--- config.mk ---
export PLATFORM = sky130hd
export DESIGN_NAME = fetch_addr_router
export DESIGN_NICKNAME = d
export VERILOG_FILES = /design/src/rtl/far_pkg.sv /design/src/rtl/far_boot_latch.sv /design/src/rtl/far_addr_decode.sv /design/src/rtl/far_return_stage.sv /design/src/rtl/fetch_addr_router.sv
export SDC_FILE = /design/constraint.sdc
export NUM_CORES = 1
export LEC_CHECK = 0
export BUFFER_PORTS_ARGS = -buffer_cell sky130_fd_sc_hd__buf_2
export CAP_MARGIN = 20
export CORE_MARGIN = 1.5
export CORE_UTILIZATION = 35
export CTS_BUF_LIST = sky130_fd_sc_hd__clkbuf_4 sky130_fd_sc_hd__clkbuf_8
export CTS_CLUSTER_DIAMETER = 100
export CTS_CLUSTER_SIZE = 40
export DETAILED_ROUTE_END_ITERATION = 16
export PLACE_DENSITY_LB_ADDON = 0.2
export SLEW_MARGIN = 20
export SYNTH_ARGS = -nofsm -noshare
export SYNTH_HDL_FRONTEND = slang
export SYNTH_HIERARCHICAL = 1
export SYNTH_SLANG_ARGS = --single-unit
--- constraint.sdc ---
create_clock -name clk -period 2.4 [get_ports clk]
set_clock_uncertainty 0.1 [all_clocks]
set_input_delay 0 -clock clk [delete_from_list [all_inputs] [get_ports clk]]
set_output_delay 0 -clock clk [all_outputs]
set_load 0.05 [all_outputs]
--- src/rtl/far_pkg.sv ---
package far_pkg;
   // Where the byte for a pending fetch comes from
   typedef enum logic [1:0] {
      SRC_NONE = 2'd0,
      SRC_INT  = 2'd1,
      SRC_EXT  = 2'd2,
      SRC_NOP  = 2'd3
   } fetch_src_e;
endpackage

--- src/rtl/far_boot_latch.sv ---
module far_boot_latch (
   input  logic clk,
   input  logic rst_n,
   input  logic strap_n,
   output logic ext_mode
);
   // Follows the strap throughout reset, frozen afterwards
   always_ff @(posedge clk) begin
      if (!rst_n) ext_mode <= ~strap_n;
   end


   mode_frozen_chk: assert property (@(posedge clk) disable iff (!rst_n)
      $past(rst_n) |-> $stable(ext_mode));
endmodule

--- src/rtl/far_addr_decode.sv ---
module far_addr_decode
   import far_pkg::*;
#(
   parameter int unsigned ADDR_W = 16,
   parameter logic [ADDR_W-1:0] INT_LAST = 16'hF7FF
) (
   input  logic              ext_mode,
   input  logic              req,
   input  logic [ADDR_W-1:0] addr,
   output logic              int_req,
   output logic              ext_req,
   output logic [ADDR_W-1:0] int_addr,
   output logic [ADDR_W-1:0] ext_addr,
   output fetch_src_e        src
);
   localparam logic [ADDR_W-1:0] ADDR_MAX = {ADDR_W{1'b1}};

   logic in_hole;

   generate
      if (INT_LAST == ADDR_MAX) begin : gen_full_space
         assign in_hole = 1'b0;
      end else begin : gen_top_hole
         assign in_hole = (addr > INT_LAST);
      end
   endgenerate

   assign int_addr = addr;
   assign ext_addr = addr;

   always_comb begin
      int_req = 1'b0;
      ext_req = 1'b0;
      src     = SRC_NONE;
      if (req) begin
         if (ext_mode) begin
            ext_req = 1'b1;
            src     = SRC_EXT;
         end else if (in_hole) begin
            src     = SRC_NOP;
         end else begin
            int_req = 1'b1;
            src     = SRC_INT;
         end
      end
   end
endmodule

--- src/rtl/far_return_stage.sv ---
module far_return_stage
   import far_pkg::*;
#(
   parameter int unsigned DATA_W = 8,
   parameter logic [DATA_W-1:0] NOP_CODE = '0
) (
   input  logic              clk,
   input  logic              rst_n,
   input  fetch_src_e        src_in,
   input  logic [DATA_W-1:0] int_rdata,
   input  logic [DATA_W-1:0] ext_rdata,
   output logic              valid,
   output logic [DATA_W-1:0] data
);
   fetch_src_e src_q;

   always_ff @(posedge clk or negedge rst_n) begin
      if (!rst_n) src_q <= SRC_NONE;
      else        src_q <= src_in;
   end

   assign valid = (src_q != SRC_NONE);

   always_comb begin
      unique case (src_q)
         SRC_INT: data = int_rdata;
         SRC_EXT: data = ext_rdata;
         default: data = NOP_CODE;
      endcase
   end


   reset_quiet_chk: assert property (@(posedge clk)
      !rst_n |=> !valid || rst_n);
endmodule

--- src/rtl/fetch_addr_router.sv ---
module fetch_addr_router
   import far_pkg::*;
#(
   parameter int unsigned ADDR_W = 16,
   parameter int unsigned DATA_W = 8,
   parameter logic [ADDR_W-1:0] INT_LAST = 16'hF7FF,
   parameter logic [DATA_W-1:0] NOP_CODE = 8'h00
) (
   input  logic              clk,
   input  logic              rst_n,
   input  logic              boot_strap_n,
   input  logic              fetch_req,
   input  logic [ADDR_W-1:0] fetch_addr,
   output logic              fetch_valid,
   output logic [DATA_W-1:0] fetch_data,
   output logic              int_req,
   output logic [ADDR_W-1:0] int_addr,
   input  logic [DATA_W-1:0] int_rdata,
   output logic              ext_req,
   output logic [ADDR_W-1:0] ext_addr,
   input  logic [DATA_W-1:0] ext_rdata,
   output logic              boot_ext
);
   generate
      if (ADDR_W < 2 || ADDR_W > 32) begin : gen_bad_addr_w
         $error("fetch_addr_router: ADDR_W out of range");
      end
      if (DATA_W < 1) begin : gen_bad_data_w
         $error("fetch_addr_router: DATA_W must be positive");
      end
   endgenerate

   fetch_src_e src;

   far_boot_latch u_boot (
      .clk      (clk),
      .rst_n    (rst_n),
      .strap_n  (boot_strap_n),
      .ext_mode (boot_ext)
   );

   far_addr_decode #(.ADDR_W(ADDR_W), .INT_LAST(INT_LAST)) u_dec (
      .ext_mode (boot_ext),
      .req      (fetch_req),
      .addr     (fetch_addr),
      .int_req  (int_req),
      .ext_req  (ext_req),
      .int_addr (int_addr),
      .ext_addr (ext_addr),
      .src      (src)
   );

   far_return_stage #(.DATA_W(DATA_W), .NOP_CODE(NOP_CODE)) u_ret (
      .clk       (clk),
      .rst_n     (rst_n),
      .src_in    (src),
      .int_rdata (int_rdata),
      .ext_rdata (ext_rdata),
      .valid     (fetch_valid),
      .data      (fetch_data)
   );


   ext_mode_route_chk: assert property (@(posedge clk) disable iff (!rst_n)
      (boot_ext && fetch_req) |-> (ext_req && !int_req && ext_addr == fetch_addr));


   hole_no_port_chk: assert property (@(posedge clk) disable iff (!rst_n)
      (!boot_ext && fetch_req && fetch_addr > INT_LAST) |-> (!int_req && !ext_req));


   hole_nop_data_chk: assert property (@(posedge clk) disable iff (!rst_n)
      ($past(rst_n) && $past(!boot_ext && fetch_req && fetch_addr > INT_LAST))
         |-> (fetch_valid && fetch_data == NOP_CODE));


   valid_follows_req_chk: assert property (@(posedge clk) disable iff (!rst_n)
      ($past(rst_n) && $past(fetch_req)) |-> fetch_valid);


   idle_quiet_chk: assert property (@(posedge clk) disable iff (!rst_n)
      !fetch_req |-> (!int_req && !ext_req));


   ports_exclusive_chk: assert property (@(posedge clk) disable iff (!rst_n)
      $onehot0({int_req, ext_req}));
endmodule

==> results.txt, run 1 <==
Max-slew headroom - 0.339
Initial Util - 0.390
Net count, final - 142
Buffers on Ports - 46
Simple logic cell fraction of the synthesized area - 0.163
Total of max-cap violations - 0
Count leader, synth - buf_4
Die area - 2020 µm²
CTS-repair resized insts - 0
Area share of the leading cell type in the synthesized netlist - 0.391
Rows - 14
Vias in the first global route - 457
Max clock buf depth - 2
P&R area growth vs syn - 32.2%
Fill count - 160
Primary FF master, synth - dfrtp_1
# DRC - 0
Clock slew at reported path FFs - 0.04 ns
Via density per instance - 4.47
Yosys warning count - 6
Synth Area in XOR/XNOR - 0
CTS H-Tree Depth - 1
Dominant cell type by area after synthesis - buf_4
Antenna Cells - 0
Initial antenna violation count - 0
CP max FO - 4
Post-Route Utilization - 0.515
Share of flip-flops with an asynchronous set or reset - 0.667
Hold WC Path Type - in -> out
Mapped Nets - 107
Minimum clock period - 1.88 ns
Clock root buffer - clkbuf_4
Largest net degree at the start of global routing - 9
Final max-slew violation count - 0
Die H - 44.9 µm
Mux share of post-synthesis cell area - 0
CTS Hold Bufs - 18
Tightest Pin Transition - 0.988 ns
WHS - 0.215 ns
Crit Path Category - in -> reg
Post-Synth Adder-Cell Area - 0.0611
Total track usage - 0.125
ANT nets after route - 0
CTS Buf Count - 3
Die X - 44.9 µm
Post-CTS Setup Repair Bufs - 0
Max VDD drop - 0.364 mV
Worst-Skew Late Latency - 0.23 ns
Gpl congestion - 0.653
Setup TNS - 0 ns
Largest family of logic cells by synthesized area - buffers and inverters
Synth Area in Compound Gates - 0.187
Worst endpoint required time - 2.42 ns
Synth cell count leaders - buf_4, a22oi_2, nor2b_2
Final Instance Count excl. Fillers - 118
Dpl cell area - 602 µm²
Arr. time, crit path - 1.90 ns
Sequential fraction of the synthesis area - 0.130
Post-DP HPWL - 876 µm
Worst setup EP type - flop
Core box area - 1580 µm²
Achievable Freq - 0.531 GHz
Initial drt markers - 6
Final setup fails - 0
# clock sinks - 3
Synth area leaders - buf_4, a22oi_2, nor2b_2
Top-level port count - 80
Unrepaired setup endpoints after global routing - false
Pre-Repair DR Iteration Count - 2
Period utilization - 0.785
Via count - 528
First-pass GRT wire length - 1.87 mm
Worst setup SP type - input port
Drt wl/cell - 11.0 µm
TritonCTS clock tree - done
Synth Cell Area - 614 µm²
EDFF count, synth - 1
Dpl cells - 96
Syn Inst Count - 68
DRT Wirelength - 1.29 mm
Leakage - 0.417 nW
Cell area after layout - 812 µm²
Hold Fails Final Rpt - 0
Register bit total from synthesis - 3
Run status - complete, no violations
Post-synth cell types - 14
Fraction of layout cells with a size suffix above 1 - 0.667
Synth Area per Inst - 9.03 µm²
Power Density - 528 nW/µm²
Reg2reg setup slack - 0.88 ns
Gr ovfl total - 0
[routing by layer]
layer / part of all wire / vias to the layer above / track usage
li1: - / 255 / -
met1: 0.35 / 226 / 0.131
met2: 0.49 / 47 / 0.220
met3: 0.16 / 0 / 0.0720
met4: 0 / 0 / 0.0176
met5: 0 / - / 0
[logic make-up after synthesis]
group | count (synthesis)
adder cells (fa/ha/maj) | 3
AO/OA/AOI/OAI | 10
buffers and inverters | 39
AND/OR/NAND/NOR | 13
flip-flops | 3
[where the power goes]
group          leakage, nW   total, W  internal [W]  switching (W)
sequential          0.0355  0.0000593     0.0000571     0.00000217
clock               0.0184   0.000102     0.0000737      0.0000285
combinational        0.363   0.000267     0.0000736       0.000193
total                0.417   0.000428      0.000204       0.000224
[per-stage QoR]
step           setup WS, ns  total power (W)
3_3_place_gp          0.930         0.000231
6_report              0.515         0.000428
4_1_cts               0.541         0.000431
3_5_place_dp          0.911         0.000232
5_1_grt               0.442         0.000449
2_1_floorplan         0.998         0.000297
[registers in the layout (all words and copies together), names as in the netlist]
name             flops
u_boot/ext_mode      1
u_ret/src_q          2
[cell usage in the layout (no fill, tap or decap)]
| cell | n |
|---|---|
| buf_2 | 46 |
| dlygate4sd3_1 | 18 |
| a22oi_2 | 8 |
| nor2b_2 | 8 |
| inv_1 | 5 |
| clkbuf_4 | 4 |
| ha_1 | 3 |
| nand3_1 | 2 |
| dfrtp_1 | 2 |
| edfxtp_1 | 1 |
| and2b_2 | 1 |
| and2_2 | 1 |
| o21bai_1 | 1 |
| nand2_1 | 1 |
| o21a_1 | 1 |
[final timing paths]
path | from | endpoint | depth (start not counted)
max | fetch_addr[15] | u_ret/src_q[1]$_DFF_PN0_ | 6
max reg2reg | u_boot/ext_mode$_DFFE_PN_ | u_ret/src_q[1]$_DFF_PN0_ | 3
min in group asynchronous | rst_n | u_ret/src_q[1]$_DFF_PN0_ | 3
max in group asynchronous | rst_n | u_ret/src_q[0]$_DFF_PN0_ | 3
min reg2reg | u_boot/ext_mode$_DFFE_PN_ | u_ret/src_q[0]$_DFF_PN0_ | 1
min | fetch_addr[12] | ext_addr[12] | 2
[critical path, cell delays in order]
cell and delay [ns]:
dlygate4sd3_1 0.54, buf_2 0.14, nand3_1 0.07, dlygate4sd3_1 0.55
o21bai_1 0.05, dlygate4sd3_1 0.55
[cell type report]
| cell class | instances | area (µm²) | share of cell area |
|---|---|---|---|
| clock buffer | 4 | 30.0 | 0.0370 |
| multi-input combinational | 26 | 253 | 0.311 |
| tap | 16 | 20.0 | 0.0247 |
| inverter | 5 | 18.8 | 0.0231 |
| sequential | 3 | 80.1 | 0.0986 |
| timing repair buffer | 64 | 410 | 0.505 |
No activity file was read; power rests on OpenSTA's default activity.
==> inputs of run 2 (changes only) <==
Settings changed: CORE_UTILIZATION 35 to 29.
Clock period 2.4 ns to 1.5 ns, I/O delays scaled along.
==> results.txt, run 2 (synthesized netlist as in run 1, its figures left out) <==
# clock sinks - 3
Most frequent cells in the layout - buf_2, dlygate4sd3_1, a22oi_2
Max reg flops - 2
P&R area growth vs syn - 54.6%
Worst setup EP type - primary output
Reg2reg path depth - 2
CP max FO - 8
Run status - complete, no violations
Top-level port count - 80
Pre-Repair DR Iteration Count - 4
# DRC - 0
Fraction of layout cells with a size suffix above 1 - 0.721
Cell area after layout - 950 µm²
Max VDD drop - 0.391 mV
Vias in the first global route - 513
Die X - 49.0 µm
Period utilization - 0.972
Core box area - 1980 µm²
Power Density - 767 nW/µm²
Unrepaired setup endpoints after global routing - true
Worst-Skew Late Latency - 0.23 ns
First-pass GRT wire length - 1.98 mm
Hold_sp - fetch_addr[13]
Rows - 16
CTS H-Tree Depth - 1
Total track usage - 0.105
Hold WC Path Type - in -> out
Biggest register - u_ret/src_q
Net count, final - 144
Initial drt markers - 2
WHS - 0.211 ns
DRT Wirelength - 1.34 mm
WHS Path Cells - 2
Antenna Cells - 0
Clock slew at reported path FFs - 0.03 ns
TritonCTS clock tree - done
Tightest Pin Transition - 0.980 ns
CP cell instances - inv_2 > ha_4 > buf_12 > a22oi_2 > nor2b_2 > buf_6
Leakage - 0.437 nW
FF-to-FF Start - u_boot/ext_mode$_DFFE_PN_
Crit Path Category - reg -> out
Post-DP HPWL - 906 µm
Hold Fails Final Rpt - 0
Gr ovfl total - 0
Die H - 49.0 µm
Initial antenna violation count - 0
Buffers on Ports - 46
Max-slew headroom - 0.345
Worst setup SP type - flop
Final max-slew violation count - 0
Commonest non-fill, non-tap cell in the layout - buf_2
Final setup fails - 0
Total Power - 0.000728 W
Achievable Freq - 0.686 GHz
Die area - 2400 µm²
Drt wl/cell - 10.3 µm
Dpl cell area - 656 µm²
Max clock buf depth - 2
Worst endpoint required time - 1.40 ns
Total of max-cap violations - 0
Via count - 543
CTS Buf Count - 3
Initial Util - 0.310
Via density per instance - 4.15
Top flop regs - u_ret/src_q: 2 flops, u_boot/ext_mode: 1 flops
Arr. time, crit path - 1.36 ns
Gpl congestion - 0.634
CP startpoint - u_ret/src_q[1]$_DFF_PN0_
CP max stage cell - dfrtp_1
Worst path max stage delay - 0.37 ns
Fill count - 189
Largest net degree at the start of global routing - 9
Minimum clock period - 1.46 ns
ANT nets after route - 0
Clock root buffer - clkbuf_4
-- run 2: cell types whose count changed in the layout (fill, tap and decap cells not counted), sizes merged --
cell and delta:
buf +2
-- run 2: power by group --
| group | leakage [nW] | internal (W) | switching, W | total (W) |
|---|---|---|---|---|
| sequential | 0.0355 | 0.0000914 | 0.00000457 | 0.0000960 |
| clock | 0.0184 | 0.000118 | 0.0000419 | 0.000160 |
| combinational | 0.384 | 0.000152 | 0.000321 | 0.000473 |
-- run 2: metal layers --
layer  track usage  vias up  share of wire  routed length [µm]
met2         0.201       50           0.55                 737
met1        0.0993      234           0.33                 446
met5             0        -              0                   0
met3        0.0307        0           0.12                 160
met4        0.0571        0              0                   0
li1              -      259              -                   -
-- run 2: what timing repair did --
item,4_1_cts,5_1_grt
hold buffers,18,0
setup buffers,0,1
gates resized for setup,14,12
pin swaps,1,3
endpoints found under the setup margin,8,8
gates cloned,0,0
endpoints found under the hold margin,28,0
-- run 2: critical path, delay by kind of cell, from the launching register on --
family	cells	cell delay [ns]
buffers and inverters	3	0.40
flip-flops	1	0.37
adder cells (fa/ha/maj)	1	0.15
AND/OR/NAND/NOR	1	0.14
AO/OA/AOI/OAI	1	0.08
-- run 2: path summary, 6_finish.rpt --
check,to,slack [ns]
max,fetch_data[3],0.04
min,int_addr[13],0.21
max reg2reg,u_ret/src_q[1]$_DFF_PN0_,0.52
min reg2reg,u_ret/src_q[0]$_DFF_PN0_,0.53
max in group asynchronous,u_ret/src_q[1]$_DFF_PN0_,0.62
min in group asynchronous,u_ret/src_q[0]$_DFF_PN0_,0.56
-- run 2: layout make-up --
class	count	area (µm²)	share of cell area
clock buffers	4	30.0	0.0316
well taps	27	33.8	0.0356
multi-input cells	26	295	0.311
inverters	5	18.8	0.0198
flip-flops and latches	3	80.1	0.0843
repair buffers	66	492	0.518
-- run 2: per-stage QoR --
step                       TNS (ns)  worst slack, ns  cells  utilization
after detailed placement          0            0.161    109        0.331
final                             0           0.0414    131        0.479
after global routing         -0.237          -0.0522    131        0.479
after global placement            0            0.171    109        0.331
after floorplan                   0           0.0978     68            -
after CTS                 -0.000289        -0.000289    131        0.456
==> inputs of run 3 (changes only) <==
Settings changed: ABC_AREA from default to 1, CAP_MARGIN 20 to default, CORE_UTILIZATION 29 to 27.
==> results.txt, run 3 <==
Worst endpoint required time - 1.40 ns
Die X - 48 µm
Hold Fails Final Rpt - 0
Dpl cells - 119
Worst-Skew Late Latency - 0.23 ns
Total of max-cap violations - 0
Area share of the leading cell type in the synthesized netlist - 0.453
Gr ovfl total - 0
Antenna Cells - 0
TritonCTS clock tree - done
Synth area leaders - buf_4, nand2_1, dfrtp_1
Rows - 16
Post-synth cell types - 13
Post-DP HPWL - 897 µm
Largest net degree at the start of global routing - 9
Total track usage - 0.0847
Minimum clock period - 1.43 ns
DRT Wirelength - 1.37 mm
Top flop regs - u_ret/src_q: 2 flops, u_boot/ext_mode: 1 flops
Setup WS pre-CTS - 0.124 ns
Clock slew at reported path FFs - 0.04 ns
Worst path top cell family by delay - flip-flops
Count leader, synth - buf_4
Top-level port count - 80
Die area - 2300 µm²
Dominant cell type by area after synthesis - buf_4
WHS Path Cells - 5
Share of flip-flops with an asynchronous set or reset - 0.667
Achievable Freq - 0.700 GHz
Fill count - 212
Max reg flops - 2
Hold WC Path Type - in -> reg
Die H - 48 µm
Synth Area per Inst - 6.83 µm²
Commonest non-fill, non-tap cell in the layout - buf_2
CP max FO - 8
Most frequent cells in the layout - buf_2, nand2_1, dlygate4sd3_1
P&R area growth vs syn - 53.3%
Unrepaired setup endpoints after global routing - false
Storage cell area - 80.1 µm²
Worst setup EP type - primary output
# clock sinks - 3
Final setup fails - 0
Crit Path Category - reg -> out
Synth Cell Area - 547 µm²
ANT nets after route - 0
Drt wl/cell - 9.76 µm
Vias in the first global route - 379
Biggest register - u_ret/src_q
Power Density - 822 nW/µm²
Arr. time, crit path - 1.33 ns
Max-slew headroom - 0.330
Worst path max stage delay - 0.35 ns
CTS Buf Count - 3
CP cell instances - inv_2 > ha_4 > inv_4 > a21oi_1 > buf_4
Fraction of layout cells with a size suffix above 1 - 0.593
Net count, final - 153
Fin worst setup slack - 0.0720 ns
Register bit total from synthesis - 3
Clock root buffer - clkbuf_4
Via density per instance - 4.01
Area of the multi-input gates - 239 µm²
Sequential fraction of the synthesis area - 0.146
Leakage - 0.424 nW
Max clock buf depth - 2
# DRC - 0
Max VDD drop - 0.380 mV
Run status - complete, no violations
Primary FF master, synth - dfrtp_1
Initial Util - 0.282
Syn Inst Count - 80
Via count - 562
First-pass GRT wire length - 1.33 mm
WP depth - 5
Worst setup SP type - flop
Buffers on Ports - 46
WP buf/inv - 3
Final max-slew violation count - 0
Core box area - 1940 µm²
EDFF count, synth - 1
Tightest Pin Transition - 1.00 ns
Mapped Nets - 119
Reg2reg path depth - 2
Initial antenna violation count - 0
Gpl congestion - 0.634
CP max stage cell - dfrtp_1
Final Instance Count excl. Fillers - 140
CTS H-Tree Depth - 1
Initial drt markers - 5
Period utilization - 0.952
Pre-Repair DR Iteration Count - 4
Yosys warning count - 6
Synth cell count leaders - buf_4, nand2_1, a21oi_1, inv_1, ha_1
[run 3: cell types whose count changed after synthesis, sizes merged, moves of 3 or more]
| cell | previous run | this run |
|---|---|---|
| nor2b | 8 | 0 |
| a22oi | 8 | 0 |
| a21oi | 0 | 8 |
| inv | 5 | 8 |
| nand2 | 1 | 18 |
| nor2 | 0 | 4 |
[run 3: worst min-delay path, stage by stage]
cell and delay, ns:
buf_2 0.11, nand2_1 0.06, nor2_2 0.05, nor2_1 0.11, nor2_2 0.04
[run 3: layout make-up]
class	instances	area share
tap	27	0.0403
inverter	8	0.0388
multi-input combinational	35	0.285
sequential	3	0.0955
timing repair buffer	63	0.504
clock buffer	4	0.0358
[run 3: timing repair]
item / CTS / global route
hold buffers: 15 / 0
hold endpoints to repair: 28 / 0
setup buffers: 0 / 2
resized for setup: 11 / 12
endpoints found under the setup margin: 8 / 8
[run 3: power breakdown]
part,switching (W),internal [W],total (W)
combinational,0.000317,0.000114,0.000431
sequential,0.00000526,0.0000914,0.0000967
clock,0.0000434,0.000118,0.000161
[run 3: cell families (layout without fill, tap and decap cells)]
| logic type | after synthesis | count (layout) | synth area share |
|---|---|---|---|
| adders and majority gates | 3 | 3 | 0.0687 |
| DFF | 3 | 3 | 0.146 |
| and+or+nand+nor | 24 | 24 | 0.183 |
| buffers and inverters | 42 | 75 | 0.529 |
| AOI/OAI and AO/OA | 8 | 8 | 0.0732 |
[run 3: worst paths after layout]
path	from	slack, ns	to
max in group asynchronous	rst_n	0.64	u_ret/src_q[0]$_DFF_PN0_
min reg2reg	u_boot/ext_mode$_DFFE_PN_	0.44	u_ret/src_q[0]$_DFF_PN0_
max	u_ret/src_q[1]$_DFF_PN0_	0.07	fetch_data[5]
min	fetch_addr[12]	0.07	u_ret/src_q[1]$_DFF_PN0_
min in group asynchronous	rst_n	0.54	u_ret/src_q[1]$_DFF_PN0_
max reg2reg	u_boot/ext_mode$_DFFE_PN_	0.64	u_ret/src_q[1]$_DFF_PN0_
[run 3: routing by layer]
metal  global-route usage  part of all wire
met5                    0                 0
met4               0.0486                 0
met3               0.0340              0.15
met2                0.171              0.52
met1               0.0650              0.33
[run 3: metrics by stage]
step                hold slack, ns  total power (W)   util  TNS, ns  area [µm²]
floorplan                   -0.396         0.000449      -   -0.811         556
global placement            -0.303         0.000340  0.289        0         561
detailed placement          -0.302         0.000341  0.289        0         561
CTS                         0.0646         0.000669  0.394        0         766
global route                 0.111         0.000729  0.432        0         838
finish                      0.0706         0.000689  0.432        0         838
